`src/rtl/rxs_pkg.sv`:
```
package rxs_pkg;
  localparam int SYM_W  = 5;
  localparam int NIB_W  = 4;
  localparam int N_DATA = 1 << NIB_W;

  typedef logic [SYM_W-1:0] sym_t;
  typedef logic [NIB_W-1:0] nib_t;

  localparam sym_t CG_IDLE = 5'b11111;
  localparam sym_t CG_J    = 5'b11000;
  localparam sym_t CG_K    = 5'b10001;
  localparam sym_t CG_T    = 5'b01101;
  localparam sym_t CG_R    = 5'b00111;
  localparam sym_t CG_H    = 5'b00100;

  typedef enum logic [2:0] {
    KD_DATA, KD_IDLE, KD_J, KD_K, KD_T, KD_R, KD_H, KD_BAD
  } kind_t;

  typedef enum logic [1:0] {
    FS_HUNT, FS_PRE_K, FS_FRAME, FS_END_R
  } fstate_t;

  typedef struct packed {
    logic dv;
    logic er;
    logic crs;
    nib_t nib;
  } mii_t;

  // 4B/5B forward mapping: nibble value to its line code group
  function automatic sym_t data_code(input nib_t n);
    sym_t c;
    case (n)
      4'h0: c = 5'b11110;
      4'h1: c = 5'b01001;
      4'h2: c = 5'b10100;
      4'h3: c = 5'b10101;
      4'h4: c = 5'b01010;
      4'h5: c = 5'b01011;
      4'h6: c = 5'b01110;
      4'h7: c = 5'b01111;
      4'h8: c = 5'b10010;
      4'h9: c = 5'b10011;
      4'hA: c = 5'b10110;
      4'hB: c = 5'b10111;
      4'hC: c = 5'b11010;
      4'hD: c = 5'b11011;
      4'hE: c = 5'b11100;
      default: c = 5'b11101;
    endcase
    return c;
  endfunction
endpackage

```
`src/rtl/rxs_sym_hold.sv`:
```
module rxs_sym_hold
  import rxs_pkg::*;
(
  input  logic clk,
  input  logic rst_n,
  input  logic in_valid,
  input  sym_t in_sym,
  output sym_t cur_sym,
  output logic nxt_is_k,
  output logic nxt_is_r
);
  // One code group of look-ahead; reset behaves as if IDLE had been held.
  always_ff @(posedge clk or negedge rst_n) begin
    if (!rst_n)        cur_sym <= CG_IDLE;
    else if (in_valid) cur_sym <= in_sym;
  end

  assign nxt_is_k = (in_sym == CG_K);
  assign nxt_is_r = (in_sym == CG_R);
endmodule

```
`src/rtl/rxs_sym_class.sv`:
```
module rxs_sym_class
  import rxs_pkg::*;
(
  input  sym_t  sym,
  output kind_t kind,
  output nib_t  nib
);
  logic [N_DATA-1:0] hit;

  // One comparator per data code group
  genvar g;
  generate
    for (g = 0; g < N_DATA; g++) begin : g_cmp
      assign hit[g] = (sym == data_code(nib_t'(g)));
    end
  endgenerate

  always_comb begin
    nib = '0;
    for (int i = 0; i < N_DATA; i++) begin
      if (hit[i]) nib = nib | nib_t'(i);
    end
  end

  always_comb begin
    if (|hit) begin
      kind = KD_DATA;
    end else begin
      case (sym)
        CG_IDLE: kind = KD_IDLE;
        CG_J:    kind = KD_J;
        CG_K:    kind = KD_K;
        CG_T:    kind = KD_T;
        CG_R:    kind = KD_R;
        CG_H:    kind = KD_H;
        default: kind = KD_BAD;
      endcase
    end
  end
endmodule

```
`src/rtl/rxs_framer.sv`:
```
module rxs_framer
  import rxs_pkg::*;
#(
  parameter nib_t PRE_NIB = 4'b0101,
  parameter nib_t ERR_NIB = 4'b0101,
  parameter nib_t FC_NIB  = 4'b1110
) (
  input  logic  clk,
  input  logic  rst_n,
  input  logic  adv,
  input  kind_t cur_kind,
  input  nib_t  cur_nib,
  input  logic  nxt_is_k,
  input  logic  nxt_is_r,
  output mii_t  mii_q,
  output logic  out_valid
);
  fstate_t st, nxt_st;
  mii_t    o;

  always_comb begin
    nxt_st = st;
    o      = '0;
    case (st)
      FS_HUNT: begin
        if (cur_kind == KD_J) begin
          o.crs = 1'b1;
          if (nxt_is_k) begin
            o.dv   = 1'b1;
            o.nib  = PRE_NIB;
            nxt_st = FS_PRE_K;
          end else begin
            o.er  = 1'b1;
            o.nib = FC_NIB;
          end
        end
      end
      FS_PRE_K: begin
        o.dv   = 1'b1;
        o.crs  = 1'b1;
        o.nib  = PRE_NIB;
        nxt_st = FS_FRAME;
      end
      FS_FRAME: begin
        case (cur_kind)
          KD_DATA: begin
            o.dv  = 1'b1;
            o.crs = 1'b1;
            o.nib = cur_nib;
          end
          KD_IDLE: begin
            o.er   = 1'b1;
            nxt_st = FS_HUNT;
          end
          KD_T: begin
            if (nxt_is_r) begin
              nxt_st = FS_END_R;
            end else begin
              o.dv  = 1'b1;
              o.er  = 1'b1;
              o.crs = 1'b1;
              o.nib = ERR_NIB;
            end
          end
          default: begin
            o.dv  = 1'b1;
            o.er  = 1'b1;
            o.crs = 1'b1;
            o.nib = ERR_NIB;
          end
        endcase
      end
      default: begin
        nxt_st = FS_HUNT;
      end
    endcase
  end

  always_ff @(posedge clk or negedge rst_n) begin
    if (!rst_n) begin
      st        <= FS_HUNT;
      mii_q     <= '0;
      out_valid <= 1'b0;
    end else begin
      out_valid <= adv;
      if (adv) begin
        st    <= nxt_st;
        mii_q <= o;
      end
    end
  end
endmodule

```
`src/rtl/rxs_decoder.sv`:
```
module rxs_decoder
  import rxs_pkg::*;
#(
  parameter nib_t PRE_NIB = 4'b0101,
  parameter nib_t ERR_NIB = 4'b0101,
  parameter nib_t FC_NIB  = 4'b1110
) (
  input  logic             clk,
  input  logic             rst_n,
  input  logic             in_valid,
  input  logic [SYM_W-1:0] in_sym,
  output logic             out_valid,
  output logic             rx_dv,
  output logic             rx_er,
  output logic             rx_crs,
  output logic [NIB_W-1:0] rxd
);
  sym_t  cur_sym;
  logic  nxt_is_k, nxt_is_r;
  kind_t cur_kind;
  nib_t  cur_nib;
  mii_t  mii_q;

  rxs_sym_hold u_hold (
    .clk      (clk),
    .rst_n    (rst_n),
    .in_valid (in_valid),
    .in_sym   (in_sym),
    .cur_sym  (cur_sym),
    .nxt_is_k (nxt_is_k),
    .nxt_is_r (nxt_is_r)
  );

  rxs_sym_class u_class (
    .sym  (cur_sym),
    .kind (cur_kind),
    .nib  (cur_nib)
  );

  rxs_framer #(
    .PRE_NIB (PRE_NIB),
    .ERR_NIB (ERR_NIB),
    .FC_NIB  (FC_NIB)
  ) u_framer (
    .clk       (clk),
    .rst_n     (rst_n),
    .adv       (in_valid),
    .cur_kind  (cur_kind),
    .cur_nib   (cur_nib),
    .nxt_is_k  (nxt_is_k),
    .nxt_is_r  (nxt_is_r),
    .mii_q     (mii_q),
    .out_valid (out_valid)
  );

  assign rx_dv  = mii_q.dv;
  assign rx_er  = mii_q.er;
  assign rx_crs = mii_q.crs;
  assign rxd    = mii_q.nib;
endmodule

```
`config.mk`:
```
export PLATFORM = sky130hd
export DESIGN_NAME = rxs_decoder
export DESIGN_NICKNAME = d
export VERILOG_FILES = /design/src/rtl/rxs_pkg.sv /design/src/rtl/rxs_sym_hold.sv /design/src/rtl/rxs_sym_class.sv /design/src/rtl/rxs_framer.sv /design/src/rtl/rxs_decoder.sv
export SDC_FILE = /design/constraint.sdc
export NUM_CORES = 1
export LEC_CHECK = 0
export BUFFER_PORTS_ARGS = -buffer_cell sky130_fd_sc_hd__buf_2
export CORE_MARGIN = 3
export CORE_UTILIZATION = 55
export CTS_BUF_LIST = sky130_fd_sc_hd__clkbuf_8
export CTS_CLUSTER_SIZE = 30
export DETAILED_ROUTE_END_ITERATION = 16
export PLACE_DENSITY = 0.86
export SLEW_MARGIN = 20
export SYNTH_ARGS = -nofsm -noshare
export SYNTH_HDL_FRONTEND = slang
export SYNTH_SLANG_ARGS = --single-unit
export TNS_END_PERCENT = 100
```
`constraint.sdc`:
```
create_clock -name clk -period 3 [get_ports clk]
set_clock_uncertainty 0.2 [all_clocks]
set_input_delay 0.9 -clock clk [delete_from_list [all_inputs] [get_ports clk]]
set_output_delay 0.9 -clock clk [all_outputs]
set_load 0.01 [all_outputs]
```
==> impl_metrics.py, run 1 <==
metrics = {
    "yosys": {
        "yosysTopAreaCellShare_pct": 26.21,
        "yosysWarnings": 0,
        "synth_edf_count": 0,
        "netlist_area_sq_um": 954.7,
        "async_flop_share_pct": 100.0,
        "synth_top_area_cell": "dfrtp_1",
        "synthTopCellsByCount": "dfrtp_1 (10), nand2_1 (10), nor2_1 (8)",
        "synth_area_leaders": "dfrtp_1 (26%), dfstp_2 (14%), buf_6 (4.7%), a31oi_1 (4.6%), nor4_4 (4.5%)",
        "postSynthAreaPerCell_sq_um": 9.741,
        "ys_seq_area_share_pct": 39.97,
        "yosys_most_used_dff": "dfrtp_1",
        "synth.distinct_cells": 36,
        "ys_ff_latch": 15,
        "synth_cells": 98,
        "synth_nets": 106,
    },
    "timing": {
        "fin_setup_tns_ns": 0,
        "period_minus_slack_ns": 2.151,
        "finalHoldViolCount": 0,
        "slew_violations": 0,
        "worst_slack_ns": 0.8492,
        "hold_slack_ns": 0.3281,
        "maxClockFrequency_mhz": 465.0,
        "rsz0062_at_grt": "false",
        "tightestPinTransition_ns": 0.4881,
        "finalCritPeriodShare_pct": 71.69,
        "setup_viol": 0,
        "maxSlewHeadroom_pct": 67.02,
    },
    "pwr": {
        "power.total_mw": 0.4865,
        "leakagePower_nw": 0.4313,
        "ir_worst_vdd_uv": 320.9,
        "p_per_area_mw_per_mm2": 475.3,
    },
    "detailed_routing": {
        "drt_iter0_drc": 35,
        "num_vias": 820,
        "wl_per_cell_microns": 15.76,
        "totalWireLength_mm": 1.970,
        "via_per_inst": 6.560,
        "antenna_left": 0,
        "drc": 0,
        "firstDrtPassIters": 4,
    },
    "finish": {
        "nets": 118,
        "diodes": 0,
        "fin_util_pct": 64.92,
        "drive_gt1_share_pct": 30.28,
        "syn2layout_area_growth_pct": 7.208,
    },
    "place": {
        "port_buffers": 15,
        "place_ws_ns": 0.5929,
        "place.gp.congestion": 0.9335,
        "dpl.hpwl_mm": 1.361,
    },
    "cts": {
        "root_buffer": "clkbuf_8",
        "clockBufferDepth": 2,
        "clk_pin_slew_worst_paths_ns": 0.06,
        "cts_made_buffers": 3,
        "cts_setup_buffers": 0,
        "cts.sinks": 15,
        "cts_tree": "built",
        "cts_resized": 0,
        "clock_latency_ns": 0.25,
        "cts_hold_buf": 0,
        "h-tree-depth": 1,
    },
    "critical_path": {
        "cp-start-kind": "input port",
        "crit_fanout": 3,
        "path_class": "in2reg",
        "endpoint_kind": "flip-flop",
        "worstPathArrival_ns": 2.05,
        "required_ns": 2.90,
    },
    "global_routing": {
        "grt_max_degree": 30,
        "antenna_found_initial": 0,
        "grt_pass1_vias": 717,
        "grt_overflow": 0,
        "grt.total_usage_pct": 20.76,
        "grt_pass1_wl_mm": 3.256,
    },
    "die": {
        "io_pins": 16,
        "die_w_microns": 47.66,
        "die_h_microns": 47.66,
        "rows": 14,
        "dieArea_sq_mm": 0.002271,
        "initial_core_util_pct": 60.56,
        "coreArea_sq_mm": 0.001577,
    },
    "min_path": {
        "hold_path_class": "reg2reg",
    },
    "flow_run": {
        "drv_cap": 0,
    },
    "run_status": {
        "outcome": "finished clean",
    },
}
==> routing by layer <==
| layer | wire length (microns) | track usage [%] | share of wire (%) | vias to the layer above |
|---|---|---|---|---|
| li1 | - | - | - | 377 |
| met1 | 867 | 27.67 | 44 | 394 |
| met2 | 917 | 31.02 | 47 | 35 |
| met3 | 108 | 3.383 | 5.5 | 14 |
| met4 | 76 | 13.44 | 3.9 | 0 |
| met5 | 0 | 0 | 0 | - |
==> flip-flops by register name, indices dropped and copies added (netlist names) <==
register	flops
u_framer.mii_q	7
u_hold.cur_sym	5
u_framer.out_valid	1
u_framer.st	2
==> final timing paths <==
check | startpoint | endpoint | slack (ns) | cells after the start
min | u_framer.mii_q[3] | u_framer.mii_q[3] | 0.33 | 2
min in group asynchronous | rst_n | u_framer.st[1] | 0.35 | 1
max in group asynchronous | rst_n | u_hold.cur_sym[0] | 1.96 | 1
min reg2reg | u_framer.mii_q[3] | u_framer.mii_q[3] | 0.33 | 2
max reg2reg | u_hold.cur_sym[4] | u_framer.mii_q[6] | 0.99 | 4
max | in_sym[4] | u_framer.mii_q[6] | 0.85 | 5
==> critical path, cell delays in order <==
cell,delay (ns)
buf_2,0.12
nor4bb_1,0.47
a31oi_1,0.17
o21ai_0,0.26
a31oi_1,0.13
==> area by class of cell <==
cell class / count / area (sq um)
multi-input combinational: 72 / 490.5
clock buffer: 3 / 41.29
sequential: 15 / 381.6
fill: 132 / 553.0
clock inverter: 1 / 3.754
tap: 16 / 20.02
inverter: 3 / 11.26
timing repair buffer: 15 / 75.07
==> layout by cell type (no fill, tap or decap), drive strengths merged <==
cell type  netlist  layout
o211ai           1       1
a21oi            5       5
mux2             2       2
inv              3       4
or2              1       1
o2111ai          1       1
or4b             1       1
dfrtp           10      10
nor4             2       2
nand2b           2       2
a31oi            7       7
nor3b            1       1
clkbuf           3       3
a32oi            2       2
nor2b            4       4
a21o             2       2
nand2           10      10
nor4b            1       1
and4             1       1
a211oi           1       1
o22ai            1       1
o21bai           1       1
nand4            1       1
and4bb           1       1
nand4bb          1       1
nand3            3       3
buf              5      15
o211a            1       1
nor4bb           1       1
xnor2            2       2
o21a             1       1
nor2             8       8
dfstp            5       5
o21ai            7       7
==> per-stage QoR <==
step                std cells  cell area [sq um]
floorplan                  98              954.7
global placement          121              978.4
detailed placement        121              978.4
CTS                       125               1023
global route              125               1023
finish                    125               1023
==> power by group <==
group	leakage [nW]	internal, mW	switching, mW
Clock	0.0269	0.0905	0.0687
Combinational	0.223	0.0363	0.0462
Sequential	0.182	0.223	0.0220
==> cell families after synthesis <==
| kind of cell | Yosys count | synth area share, % |
|---|---|---|
| compound gates | 30 | 20.58 |
| xor+xnor | 2 | 1.835 |
| buf+inv | 11 | 8.649 |
| flops | 15 | 39.97 |
| mux | 2 | 2.359 |
| simple gates | 38 | 26.61 |
Power figures use the tool's default switching activity.
==> run 2, diff against run 1 <==
==> constraint.sdc (replaced) <==
create_clock -name clk -period 2 [get_ports clk]
set_clock_uncertainty 0.2 [all_clocks]
set_input_delay 0.6 -clock clk [delete_from_list [all_inputs] [get_ports clk]]
set_output_delay 0.6 -clock clk [all_outputs]
set_load 0.01 [all_outputs]
==> impl_metrics.py, run 2 (same netlist as run 1, synthesis figures left out) <==
metrics = {
    "run_status": {
        "outcome": "finished clean",
    },
    "detailed_routing": {
        "via_per_inst": 6.240,
        "totalWireLength_mm": 1.984,
        "drc": 0,
        "firstDrtPassIters": 4,
        "drt_iter0_drc": 22,
        "wl_per_cell_microns": 15.38,
        "num_vias": 805,
        "antenna_left": 0,
    },
    "cts": {
        "cts_setup_buffers": 0,
        "cts_hold_buf": 0,
        "root_buffer": "clkbuf_8",
        "clock_latency_ns": 0.25,
        "cts_made_buffers": 3,
        "cts.sinks": 15,
        "clk_pin_slew_worst_paths_ns": 0.06,
        "cts_tree": "built",
        "cts_resized": 0,
        "h-tree-depth": 1,
        "clockBufferDepth": 2,
    },
    "finish": {
        "largest_reg_flops": 7,
        "drive_gt1_share_pct": 32.74,
        "multi_input_area_sq_um": 490.5,
        "finalNonFillerCells": 129,
        "fill_cells": 126,
        "final_common_cell": "buf_2",
        "syn2layout_area_growth_pct": 11.66,
        "final_cell_area_sq_mm": 0.001066,
        "largest_registers": "u_framer.mii_q: 7 flops, u_hold.cur_sym: 5 flops, u_framer.st: 2 flops",
        "nets": 122,
        "regArea_sq_um": 381.6,
        "final_cell_mix": "buf_2 (15), nand2_1 (10), dfrtp_1 (10), nor2_1 (8)",
        "largest-register": "u_framer.mii_q",
        "diodes": 0,
    },
    "timing": {
        "period_minus_slack_ns": 1.818,
        "tightestPinTransition_ns": 0.3958,
        "worst_slack_ns": 0.1820,
        "slew_violations": 0,
        "fin_setup_tns_ns": 0,
        "maxClockFrequency_mhz": 550.1,
        "hold_slack_ns": 0.03812,
        "finalHoldViolCount": 0,
        "maxSlewHeadroom_pct": 73.56,
        "finalCritPeriodShare_pct": 90.90,
        "setup_viol": 0,
        "rsz0062_at_grt": "false",
    },
    "global_routing": {
        "grt_overflow": 0,
        "grt_max_degree": 19,
        "grt_pass1_wl_mm": 3.256,
        "grt_pass1_vias": 729,
        "grt.total_usage_pct": 21.08,
        "antenna_found_initial": 0,
    },
    "place": {
        "place_ws_ns": 0.08232,
        "dpl.hpwl_mm": 1.368,
        "dp.cells": 125,
        "place_area_sq_mm": 0.001021,
        "port_buffers": 15,
        "place.gp.congestion": 0.8989,
    },
    "die": {
        "io_pins": 16,
        "coreArea_sq_mm": 0.001577,
        "dieArea_sq_mm": 0.002271,
        "die_h_microns": 47.66,
        "die_w_microns": 47.66,
        "initial_core_util_pct": 60.56,
        "rows": 14,
    },
    "pwr": {
        "p_per_area_mw_per_mm2": 699.5,
        "ir_worst_vdd_uv": 566.1,
        "leakagePower_nw": 0.4563,
    },
    "critical_path": {
        "endpoint_kind": "flip-flop",
        "rr_worst_depth": 4,
        "r2r_slack_ns": 0.18,
        "reg2reg_to": "u_framer.mii_q[6]",
        "cp-start-kind": "flip-flop",
        "path_class": "reg2reg",
        "critPathSlowestCell": "dfstp_2",
        "cp_slowest_stage_delay_ns": 0.53,
        "worstPathArrival_ns": 1.79,
        "r2r_start": "u_hold.cur_sym[4]",
        "path_cells": "or4b_4, nor4_4, o21bai_1, a31oi_1",
        "crit_fanout": 3,
        "required_ns": 1.97,
    },
    "flow_run": {
        "drv_cap": 0,
    },
    "min_path": {
        "hold_path_class": "in2async",
    },
}
run 2: worst max-delay path by stage:
| stage | startpoint | endpoint | slack [ns] |
|---|---|---|---|
| finish | u_hold.cur_sym[4] | u_framer.mii_q[6] | 0.18 |
| global route | u_hold.cur_sym[4] | u_framer.mii_q[6] | 0.1 |
| CTS | u_hold.cur_sym[4] | u_framer.mii_q[6] | 0.16 |
| detailed placement | in_sym[3] | u_framer.mii_q[5] | 0.08 |
| global placement | in_sym[4] | u_framer.mii_q[6] | 0.08 |
| floorplan | in_sym[4] | u_framer.mii_q[0] | 0.26 |
run 2: stage by stage:
step | util (%) | power [mW]
2_1_floorplan | - | 0.4591
3_3_place_gp | 64.76 | 0.4993
3_5_place_dp | 64.76 | 0.5037
4_1_cts | 67.62 | 0.7505
5_1_grt | 67.62 | 0.7837
6_report | 67.62 | 0.7457
run 2: worst max-delay path: cells and delay by family, from the launching register on:
family          cells  cell delay [ns]
simple gates        2             0.71
flops               1             0.53
compound gates      2             0.29
run 2: layout make-up:
| cell class | instances | share of cell area (%) |
|---|---|---|
| clock buffers | 3 | 3.873 |
| clock inverters | 1 | 0.3521 |
| inverters | 3 | 1.056 |
| multi-input cells | 72 | 46.01 |
| flip-flops and latches | 15 | 35.80 |
| well taps | 16 | 1.878 |
| repair buffers | 19 | 11.03 |
run 2: metal layers:
metal	wire length, microns	vias to the layer above	GRT usage [%]
met4	23	0	10.75
li1	-	390	-
met5	0	-	0
met3	106	2	6.015
met2	952	27	31.28
met1	902	386	27.88
run 2: where the power goes:
group	leakage, nW	switching (mW)	internal [mW]
combinational	0.248	0.0799	0.0631
sequential	0.182	0.0251	0.334
clock	0.0269	0.108	0.136
total	0.456	0.213	0.533
